===== src/rtl/alu_pkg.sv =====
`timescale 1ns/1ps
package alu_pkg;
  typedef enum logic [3:0] {
    OP_ADD   = 4'd0,
    OP_ADDC  = 4'd1,
    OP_ADDE  = 4'd2,
    OP_ADDM1 = 4'd3,
    OP_ADDZ  = 4'd4,
    OP_SUB   = 4'd5,
    OP_SUBC  = 4'd6,
    OP_SUBE  = 4'd7,
    OP_SUBM1 = 4'd8,
    OP_SUBZ  = 4'd9,
    OP_NEG   = 4'd10,
    OP_DIVS  = 4'd11,
    OP_DIVU  = 4'd12,
    OP_SHL   = 4'd13,
    OP_SHR   = 4'd14,
    OP_SRAI  = 4'd15
  } alu_op_e;

  function automatic logic writes_carry(alu_op_e op);
    return op inside {OP_ADDC, OP_ADDE, OP_ADDM1, OP_ADDZ,
                      OP_SUBC, OP_SUBE, OP_SUBM1, OP_SUBZ};
  endfunction

  function automatic logic can_overflow(alu_op_e op);
    return !(op inside {OP_SHL, OP_SHR, OP_SRAI});
  endfunction
endpackage


===== src/rtl/alu_addsub.sv =====
`timescale 1ns/1ps
module alu_addsub
  import alu_pkg::*;
#(
  parameter int W = 32
) (
  input  alu_op_e      op,
  input  logic [W-1:0] a,
  input  logic [W-1:0] b,
  input  logic         cin,
  output logic [W-1:0] sum,
  output logic         cout,
  output logic         ovf
);
  logic [W-1:0] x, y;
  logic         ci;

  // Every add/subtract-from form is x + y + ci on one adder.
  always_comb begin
    x  = a;
    y  = b;
    ci = 1'b0;
    unique case (op)
      OP_ADD, OP_ADDC: begin x = a;  y = b;    ci = 1'b0; end
      OP_ADDE:         begin x = a;  y = b;    ci = cin;  end
      OP_ADDM1:        begin x = a;  y = '1;   ci = cin;  end
      OP_ADDZ:         begin x = a;  y = '0;   ci = cin;  end
      OP_SUB, OP_SUBC: begin x = ~a; y = b;    ci = 1'b1; end
      OP_SUBE:         begin x = ~a; y = b;    ci = cin;  end
      OP_SUBM1:        begin x = ~a; y = '1;   ci = cin;  end
      OP_SUBZ:         begin x = ~a; y = '0;   ci = cin;  end
      OP_NEG:          begin x = ~a; y = '0;   ci = 1'b1; end
      default:         begin x = a;  y = b;    ci = 1'b0; end
    endcase
  end

  always_comb begin
    {cout, sum} = {1'b0, x} + {1'b0, y} + {{W{1'b0}}, ci};
    ovf = (x[W-1] == y[W-1]) && (sum[W-1] != x[W-1]);
  end
endmodule


===== src/rtl/alu_shift.sv =====
`timescale 1ns/1ps
module alu_shift
  import alu_pkg::*;
#(
  parameter int W = 32,
  localparam int SH = $clog2(W)
) (
  input  alu_op_e       op,
  input  logic [W-1:0]  a,
  input  logic [SH:0]   amt,
  input  logic [SH-1:0] imm,
  output logic [W-1:0]  res,
  output logic          cout
);
  logic [W-1:0] lost_mask;

  always_comb begin
    lost_mask = ~({W{1'b1}} << imm);
    cout      = 1'b0;
    unique case (op)
      OP_SHL:  res = amt[SH] ? '0 : (a << amt[SH-1:0]);
      OP_SHR:  res = amt[SH] ? '0 : (a >> amt[SH-1:0]);
      OP_SRAI: begin
        res  = W'($signed(a) >>> imm);
        cout = a[W-1] && (|(a & lost_mask));
      end
      default: res = a;
    endcase
  end
endmodule


===== src/rtl/alu_divider.sv =====
`timescale 1ns/1ps
module alu_divider #(
  parameter int W = 32,
  localparam int CW = $clog2(W)
) (
  input  logic         clk,
  input  logic         rst_n,
  input  logic         start,
  input  logic [W-1:0] dividend,
  input  logic [W-1:0] divisor,
  output logic         busy,
  output logic         done,
  output logic [W-1:0] quotient
);
  logic [W-1:0]  rem_q, quo_q, dsr_q;
  logic [CW-1:0] cnt_q;
  logic [W:0]    shifted, trial;

  // One quotient bit per cycle: shift in the next dividend bit, try subtracting.
  always_comb begin
    shifted = {rem_q, quo_q[W-1]};
    trial   = shifted - {1'b0, dsr_q};
  end

  always_ff @(posedge clk or negedge rst_n) begin
    if (!rst_n) begin
      rem_q <= '0;
      quo_q <= '0;
      dsr_q <= '0;
      cnt_q <= '0;
      busy  <= 1'b0;
      done  <= 1'b0;
    end else begin
      done <= 1'b0;
      if (start) begin
        rem_q <= '0;
        quo_q <= dividend;
        dsr_q <= divisor;
        cnt_q <= CW'(W - 1);
        busy  <= 1'b1;
      end else if (busy) begin
        if (trial[W]) begin
          rem_q <= shifted[W-1:0];
          quo_q <= {quo_q[W-2:0], 1'b0};
        end else begin
          rem_q <= trial[W-1:0];
          quo_q <= {quo_q[W-2:0], 1'b1};
        end
        cnt_q <= cnt_q - 1'b1;
        if (cnt_q == '0) begin
          busy <= 1'b0;
          done <= 1'b1;
        end
      end
    end
  end

  assign quotient = quo_q;

  assert_start_idle_R10: assert property (@(posedge clk) disable iff (!rst_n)
    busy |-> !start);
  assert_start_busy_R10: assert property (@(posedge clk) disable iff (!rst_n)
    start |=> busy);
  assert_done_end_R10: assert property (@(posedge clk) disable iff (!rst_n)
    done |-> (!busy && $past(busy)));
endmodule


===== src/rtl/alu_core.sv =====
`timescale 1ns/1ps
module alu_core
  import alu_pkg::*;
#(
  parameter int W = 32,
  localparam int SH = $clog2(W)
) (
  input  logic          clk,
  input  logic          rst_n,
  input  logic          flags_clr,
  input  logic          in_valid,
  output logic          in_ready,
  input  logic [3:0]    in_op,
  input  logic          in_ovf_en,
  input  logic [W-1:0]  in_a,
  input  logic [W-1:0]  in_b,
  input  logic [SH-1:0] in_imm,
  output logic          out_valid,
  input  logic          out_ready,
  output logic [W-1:0]  out_res,
  output logic          ca_o,
  output logic          ov_o,
  output logic          so_o
);
  localparam logic [W-1:0] MOST_NEG = {1'b1, {(W-1){1'b0}}};

  alu_op_e      op;
  logic         ca_q, ov_q, so_q;
  logic         ca_n, ov_n, so_n;
  logic [W-1:0] as_sum, sh_res, comb_res, sp_res, dvd, dsr, quo;
  logic         as_cout, as_ovf, sh_cout;
  logic         is_sdiv, is_div, div_special, accept, div_start, single_done;
  logic         div_busy, div_done, neg_q, dv_ovf_q;

  assign op = alu_op_e'(in_op);

  alu_addsub #(.W(W)) u_addsub (
    .op(op), .a(in_a), .b(in_b), .cin(ca_q),
    .sum(as_sum), .cout(as_cout), .ovf(as_ovf)
  );

  alu_shift #(.W(W)) u_shift (
    .op(op), .a(in_a), .amt(in_b[SH:0]), .imm(in_imm),
    .res(sh_res), .cout(sh_cout)
  );

  // Division corner cases resolve in one cycle; the rest go to the divider.
  always_comb begin
    is_sdiv     = (op == OP_DIVS);
    is_div      = is_sdiv || (op == OP_DIVU);
    div_special = is_div && ((in_b == '0) ||
                  (is_sdiv && in_a == MOST_NEG && in_b == '1));
    sp_res      = is_sdiv ? {W{in_a[W-1]}} : '0;
    dvd         = (is_sdiv && in_a[W-1]) ? ('0 - in_a) : in_a;
    dsr         = (is_sdiv && in_b[W-1]) ? ('0 - in_b) : in_b;
  end

  assign in_ready    = !out_valid && !div_busy && !div_done;
  assign accept      = in_valid && in_ready;
  assign div_start   = accept && is_div && !div_special;
  assign single_done = accept && !div_start;

  alu_divider #(.W(W)) u_div (
    .clk(clk), .rst_n(rst_n), .start(div_start),
    .dividend(dvd), .divisor(dsr),
    .busy(div_busy), .done(div_done), .quotient(quo)
  );

  always_comb begin
    if (op inside {OP_SHL, OP_SHR, OP_SRAI}) comb_res = sh_res;
    else if (is_div)                         comb_res = sp_res;
    else                                     comb_res = as_sum;
  end

  // Flag next-state: carry per carrying opcode, overflow only when enabled.
  always_comb begin
    ca_n = ca_q;
    ov_n = ov_q;
    so_n = so_q;
    if (single_done) begin
      if (writes_carry(op))  ca_n = as_cout;
      else if (op == OP_SRAI) ca_n = sh_cout;
      if (in_ovf_en && can_overflow(op)) begin
        if (is_div) begin
          ov_n = 1'b1;
          so_n = 1'b1;
        end else begin
          ov_n = as_ovf;
          so_n = so_q | as_ovf;
        end
      end
    end
    if (div_done && dv_ovf_q) ov_n = 1'b0;
  end

  always_ff @(posedge clk or negedge rst_n) begin
    if (!rst_n) begin
      ca_q <= 1'b0;
      ov_q <= 1'b0;
      so_q <= 1'b0;
    end else if (flags_clr) begin
      ca_q <= 1'b0;
      ov_q <= 1'b0;
      so_q <= 1'b0;
    end else begin
      ca_q <= ca_n;
      ov_q <= ov_n;
      so_q <= so_n;
    end
  end

  always_ff @(posedge clk or negedge rst_n) begin
    if (!rst_n) begin
      out_valid <= 1'b0;
      out_res   <= '0;
      neg_q     <= 1'b0;
      dv_ovf_q  <= 1'b0;
    end else begin
      if (div_start) begin
        neg_q    <= is_sdiv && (in_a[W-1] ^ in_b[W-1]);
        dv_ovf_q <= in_ovf_en;
      end
      if (single_done) begin
        out_res   <= comb_res;
        out_valid <= 1'b1;
      end else if (div_done) begin
        out_res   <= neg_q ? ('0 - quo) : quo;
        out_valid <= 1'b1;
      end else if (out_valid && out_ready) begin
        out_valid <= 1'b0;
      end
    end
  end

  assign ca_o = ca_q;
  assign ov_o = ov_q;
  assign so_o = so_q;

  assert_ov_in_so_R4: assert property (@(posedge clk) disable iff (!rst_n)
    ov_q |-> so_q);
  assert_so_sticky_R4: assert property (@(posedge clk) disable iff (!rst_n)
    so_q && !flags_clr |=> so_q);
  assert_neg_min_R5: assert property (@(posedge clk) disable iff (!rst_n)
    accept && op == OP_NEG && in_a == MOST_NEG |=> out_res == MOST_NEG);
  assert_shift_zero_R8: assert property (@(posedge clk) disable iff (!rst_n)
    accept && (op == OP_SHL || op == OP_SHR) && in_b[SH] |=> out_res == '0);
  assert_hold_R11: assert property (@(posedge clk) disable iff (!rst_n)
    out_valid && !out_ready |=> out_valid && $stable(out_res));
  assert_clear_R12: assert property (@(posedge clk) disable iff (!rst_n)
    flags_clr |=> !ca_q && !ov_q && !so_q);
endmodule


===== config.mk =====
export PLATFORM = sky130hd
export DESIGN_NAME = alu_core
export DESIGN_NICKNAME = d
export VERILOG_FILES = /design/src/rtl/alu_pkg.sv /design/src/rtl/alu_addsub.sv /design/src/rtl/alu_shift.sv /design/src/rtl/alu_divider.sv /design/src/rtl/alu_core.sv
export SDC_FILE = /design/constraint.sdc
export NUM_CORES = 1
export LEC_CHECK = 0
export ABC_AREA = 0
export BUFFER_PORTS_ARGS = -buffer_cell sky130_fd_sc_hd__buf_2
export CORE_MARGIN = 2
export CORE_UTILIZATION = 35
export DETAILED_ROUTE_END_ITERATION = 10
export MAX_ROUTING_LAYER = met4
export PLACE_DENSITY = 0.57
export REMOVE_ABC_BUFFERS = 1
export SYNTH_ARGS = -nofsm -noshare
export SYNTH_HDL_FRONTEND = slang
export SYNTH_SLANG_ARGS = --single-unit

===== constraint.sdc =====
create_clock -name clk -period 3.6 [get_ports clk]
set_clock_uncertainty 0.15 [all_clocks]
set_input_delay 0.36 -clock clk [delete_from_list [all_inputs] [get_ports clk]]
set_output_delay 0.36 -clock clk [all_outputs]
set_load 0.01 [all_outputs]

[Word level (Yosys, flattened, before mapping)]
Cells that the tools add are included.
Cells by class
  add/sub/neg operators: 7
  bitwise gates (word level): 5
  muxes and demuxes: 44
  eq/ne operators: 19
  reductions and logical operators: 46
  shift-type cells: 4
Operators with widths (number)
  $mux W32: 16
  $pmux W32 S3: 1
  $sub A1 B32 Y32 const A: 3
  $eq A32 B32 Y1 const B: 2
  $not A32 Y32: 2
  $pmux W32 S2: 1
  $add A32 B32 Y33: 1
  $add A33 B1 Y33: 1
  $sub A33 B32 Y33: 1
  $and A32 B32 Y32: 1
  $eq A4 B4 Y1 const B: 8
  $logic_not A32 Y1: 1
  $reduce_or A32 Y1: 1
  $shl A32 B5 Y32: 1
  $shl A32 B5 Y32 const A: 1
  $shr A32 B5 Y32: 1
  $sshr A32 B5 Y32: 1
  $mux W1: 23
  $logic_and A1 B1 Y1: 17
  $eq A4 B3 Y1 const B: 4
  $reduce_bool A3 Y1: 5
  $reduce_or A6 Y1: 2
  $mux W5: 2
  $eq A4 B2 Y1 const B: 2
  other kinds (15): 27
Word-level totals
  register bits after elaboration: 141
  logic and storage cells: 138
  output and inout port bits: 37

[Logic depth before layout (Yosys ltp)]
  depth after elaboration: 12
  depth in mapped cells: 17
  gate-level depth less buffers: 16

[Modules after synthesis]
Synthesis repeated with hierarchy kept, for this count alone.
Unflattened totals
  cell total of the unflattened synthesis: 2652
  area, all modules: 20908.8 um2
Modules (own cells, without submodules)
  alu_shift: times used 1, sequential area each 0.0 um2, area each 6916.6 um2, cells an instance 858
  alu_divider: times used 1, sequential area each 2577.5 um2, area each 6712.7 um2, cells an instance 780
  alu_core: times used 1, sequential area each 950.9 um2, area each 4611.9 um2, cells an instance 627
  alu_addsub: times used 1, sequential area each 0.0 um2, area each 2667.6 um2, cells an instance 387

[Least setup slack after synthesis]
OpenSTA, ideal clock, no wires.
  kind: input port to flip-flop
  start: input port in_op[0]
  end: register ca_q (netlist: ca_o)
  required time: 3.346 ns
  arrival time: 3.915 ns
  library setup time: 0.104 ns
  cell stages on the path: 17
  path slack: -0.569 ns
  cells stage by stage: clkbuf_1 > nand2b_1 > nand2_1 > a21oi_1 > clkbuf_1 > o21ai_0 > fa_1 > fa_1 > nand2b_1 > a21oi_1 > o21bai_1 > a21oi_1 > nor2_1 > o21ba_2 > o21ai_0 > o211ai_1 > a221oi_1
On the way
  longest elaborated chain between the ends: 11
  elaborated cells on any way between the ends: 40
  those cells by class: add/sub: 2; eq/ne: 13; mux: 6; reduce/logical: 19
RTL lines
  from (decl): RTL line alu_core.sv:13  | input logic [3:0] in_op,
  parallel branches: the longest is 11 deep, another holds $add A32 B32 Y33
  to (signal assigned): RTL line alu_core.sv:106  | ca_q <= ca_n;
  to (decl): RTL line alu_core.sv:28  | logic ca_q, ov_q, so_q;
Parallel ways; which one is timed is not known. The select of a mux whose other input is x is not followed.
A chain may end at the register's enable or synchronous reset.

[Final worst setup path]
  start: input port in_op[0]
  end: register out_res[29]
On the way
  longest elaborated chain between the ends: 10
  elaborated cells on any way between the ends: 41
  those cells by class: add/sub: 2; eq/ne: 14; mux: 8; reduce/logical: 17
RTL lines
  parallel branches: the longest is 10 deep, another holds $add A32 B32 Y33
  to (signal assigned): RTL line alu_core.sv:124  | out_res <= comb_res;
  to (signal assigned): RTL line alu_core.sv:127  | out_res <= neg_q ? ('0 - quo) : quo;
  to (decl): RTL line alu_core.sv:20  | output logic [W-1:0] out_res,
Parallel ways; which one is timed is not known.

==> summary.md <==
| Metric | Value |
|---|---|
| Register share of total power | 0.234 |
| PwrDens | 558 nW/um^2 |
| Global-route wire length before repair | 123 mm |
| Synth warn | 0 |
| Worst-Skew Late Latency | 0.46 ns |
| Hold Vio Cnt, Final | 0 |
| DRT Pass-1 Iters | 6 |
| Critical Path AT | 3.66 ns |
| CTS Buffer Depth | 2 |
| Fin crit period | 3.47 ns |
| Post-route DRC | 0 |
| Yosys reg bits | 141 |
| Die height | 231 microns |
| Port bufs | 115 |
| Cells after synthesis | 2241 |
| Slew margin rel. | 0.313 |
| CTS Buf Count | 17 |
| Static leakage | 9.26 nW |
| Util after Layout | 0.429 |
| Vias in the first global route | 19283 |
| Commonest non-fill, non-tap cell in the layout | buf_4 |
| Tot GR Track Use | 0.317 |
| Status | complete, no violations |
| Detail Route Antenna Nets | 0 |
| Initial drt markers | 2066 |
| # rows | 83 |
| TritonCTS clock tree | built |
| DR vias/cell | 6.27 |
| Clock Sinks | 141 |
| # nets final | 2622 |
| Drt wl/cell | 26.2 microns |
| Core Area | 51200 sq um |
| CTS clk-pin slew, worst paths | 0.06 ns |
| Hold Path Class | in2reg |
| WS Path Type | in2reg |
| Clock Power Share | 0.148 |
| Share of cells above drive strength 1 | 0.247 |
| Most frequent cells in the layout | 273 x buf_4, 220 x nand2_1, 207 x o21ai_0, 148 x nor2_1, 140 x a21oi_1 |
| Starting Density | 0.353 |
| Chip Width | 231 microns |
| Multi-input gate area | 13600 sq um |
| Top_reg_cell synth | dfrtp_1 |
| Post-DP HPWL | 63.7 mm |
| Post-synth EDFFs | 0 |
| Root Buffer Master | clkbuf_16 |
| Final wirelength | 83.1 mm |
| Worst VDD drop | 0.345 mV |
| Asr flop ratio synth | 1.00 |
| Pin count of the biggest net entering global routing | 79 |
| RSZ-0062 raised after global routing | yes |
| Slew @ Worst Pin | 1.03 ns |
| Max cap viols | 0 |
| Worst-path maximum fanout | 21 |
| Worst path required time | 3.78 ns |
| Worst Setup End Kind | register |
| # IOs | 116 |
| Layout area overhead | 21.6% |
| Sw frac | 0.461 |
| Endpoints failing setup | 0 |
| Design area | 22000 sq um |
| Die area | 53400 sq um |
| CTS H-tree depth | 4 |
| Slew Limit Fails | 0 |
| Global route overflow | 0 |
| Critical Path Start Type | input port |
| Total number of vias | 19849 |
| GPL Wtd Cong | 1.05 |
| Avg Inst Size Synth | 8.06 sq um |
| Internal power | 0.00660 W |
| Fill cells | 5206 |
| Unique masters post-synth | 84 |
| FF+latch area | 3530 sq um |
| Final worst-path cycle share | 0.964 |
| Comb pwr share | 0.618 |
| Max frequency | 0.288 GHz |
| Dpl cell area | 21200 sq um |
| Antenna violations before repair | 4 |
| Register area share after synthesis | 0.195 |
| Switching power | 0.00565 W |
| Synthesized area | 18100 sq um |
-- synthesized netlist by cell type, types with 11 or more instances --
cell type | n | area share
xor2_1 | 105 | 0.051
dfrtp_1 | 141 | 0.20
a21o_1 | 28 | 0.012
nor3_1 | 39 | 0.011
a21oi_1 | 146 | 0.040
o21ai_0 | 216 | 0.060
mux2_2 | 25 | 0.016
a211oi_1 | 16 | 0.0067
buf_1 | 18 | 0.0037
nand3_1 | 96 | 0.027
buf_2 | 33 | 0.0091
o22ai_1 | 19 | 0.0066
o211ai_1 | 29 | 0.012
o41ai_1 | 12 | 0.0058
nor2_1 | 148 | 0.031
a31oi_1 | 21 | 0.0073
a221o_1 | 41 | 0.023
o21a_1 | 47 | 0.020
nand4_1 | 26 | 0.0090
clkbuf_1 | 145 | 0.030
a22oi_1 | 12 | 0.0050
nor2b_1 | 18 | 0.0062
nor4_1 | 13 | 0.0045
or3_1 | 20 | 0.0069
xnor2_1 | 72 | 0.035
ha_1 | 69 | 0.048
nand2b_1 | 22 | 0.0076
inv_1 | 62 | 0.013
and3_1 | 11 | 0.0038
o31ai_1 | 20 | 0.0083
mux2i_1 | 109 | 0.060
mux4_2 | 84 | 0.10
nand2_1 | 221 | 0.046
-- power by group through the flow --
stage	registers, W	logic [W]	clock network [W]
after floorplan	0.00278	0.00433	0
after global placement	0.00286	0.00724	0
after detailed placement	0.00288	0.00733	0
after CTS	0.00286	0.00738	0.00183
after global routing	0.00295	0.00826	0.00189
final	0.00287	0.00758	0.00181
-- cell families (layout without fill, tap and decap cells) --
kind of cell / count (synthesis) / after routing / synth area share
compound gates: 704 / 704 / 0.254
xor+xnor: 177 / 177 / 0.0859
fa+ha+maj: 73 / 73 / 0.0517
buf+inv: 266 / 507 / 0.0592
flops: 141 / 141 / 0.195
mux: 218 / 218 / 0.181
other cells: 0 / 4 / 0
simple gates: 662 / 662 / 0.173
-- final cells by class --
class,count,share of cell area
Multi-Input combinational cell,1834,0.621
Inverter,63,0.0108
Antenna cell,4,0.000456
Sequential cell,141,0.161
Clock inverter,11,0.00547
Tap cell,680,0.0388
Timing Repair Buffer,414,0.142
Clock buffer,19,0.0206
-- critical path, cell delays in order --
cell and delay [ns]:
clkbuf_4 0.17, nand2_1 0.12, xor2_1 0.19, o21bai_2 0.09, buf_4 0.19, buf_6 0.18
o21a_1 0.18, ha_1 0.21, a21o_1 0.20, a21o_1 0.18, a211o_1 0.33, a221o_1 0.39
a21oi_2 0.20, nor4_1 0.08, or3_1 0.35, a31oi_1 0.17, o21ai_1 0.07
-- final timing paths --
| kind | start | endpoint | slack [ns] | cells past startpoint |
|---|---|---|---|---|
| worst min register to register | dv_ovf_q | dv_ovf_q | 0.33 | 2 |
| min in group asynchronous | rst_n | u_div.rem_q[26] | 0.33 | 2 |
| max in group asynchronous | rst_n | u_div.dsr_q[22] | 2.19 | 3 |
| worst max-delay path | in_op[0] | out_res[29] | 0.13 | 17 |
| worst min-delay path | flags_clr | ca_o | 0.01 | 2 |
| worst max register to register | ca_o | ca_o | 0.16 | 17 |
-- timing repair --
action | in CTS | in global routing
endpoints found under the setup margin | 8 | 54
pin swaps | 0 | 6
gates resized for setup | 5 | 39
cloned | 0 | 1
hold buffers | 2 | 0
buffers inserted | 0 | 3
endpoints found under the hold margin | 76 | 0
-- flip-flops by register name (all words and copies together) (netlist names) --
signal	count
ca_o	1
dv_ovf_q	1
neg_q	1
out_res	32
out_valid	1
ov_o	1
so_o	1
u_div.busy	1
u_div.cnt_q	5
u_div.done	1
u_div.dsr_q	32
u_div.quotient	32
u_div.rem_q	32
-- metal layers --
metal	up-vias	wire length, microns	GRT usage
met5	-	0	-
met4	0	3140	0.115
met3	186	8280	0.0731
met2	1066	36700	0.476
met1	9781	35000	0.416
li1	8816	-	-
-- per-stage QoR --
stage	instances	TNS [ns]	hold WS [ns]	worst slack, ns	total power [W]
finish	3166	0	0.00957	0.129	0.0123
global route	3166	-0.0821	0.000292	-0.0517	0.0131
CTS	3158	0	0.00965	0.0151	0.0121
detailed placement	3126	-7.54	0.302	-0.509	0.0102
global placement	3126	-6.03	0.302	-0.386	0.0101
floorplan	2038	-174.45	-0.0856	-2.02	0.00711
(Power assumes the default switching activity.)
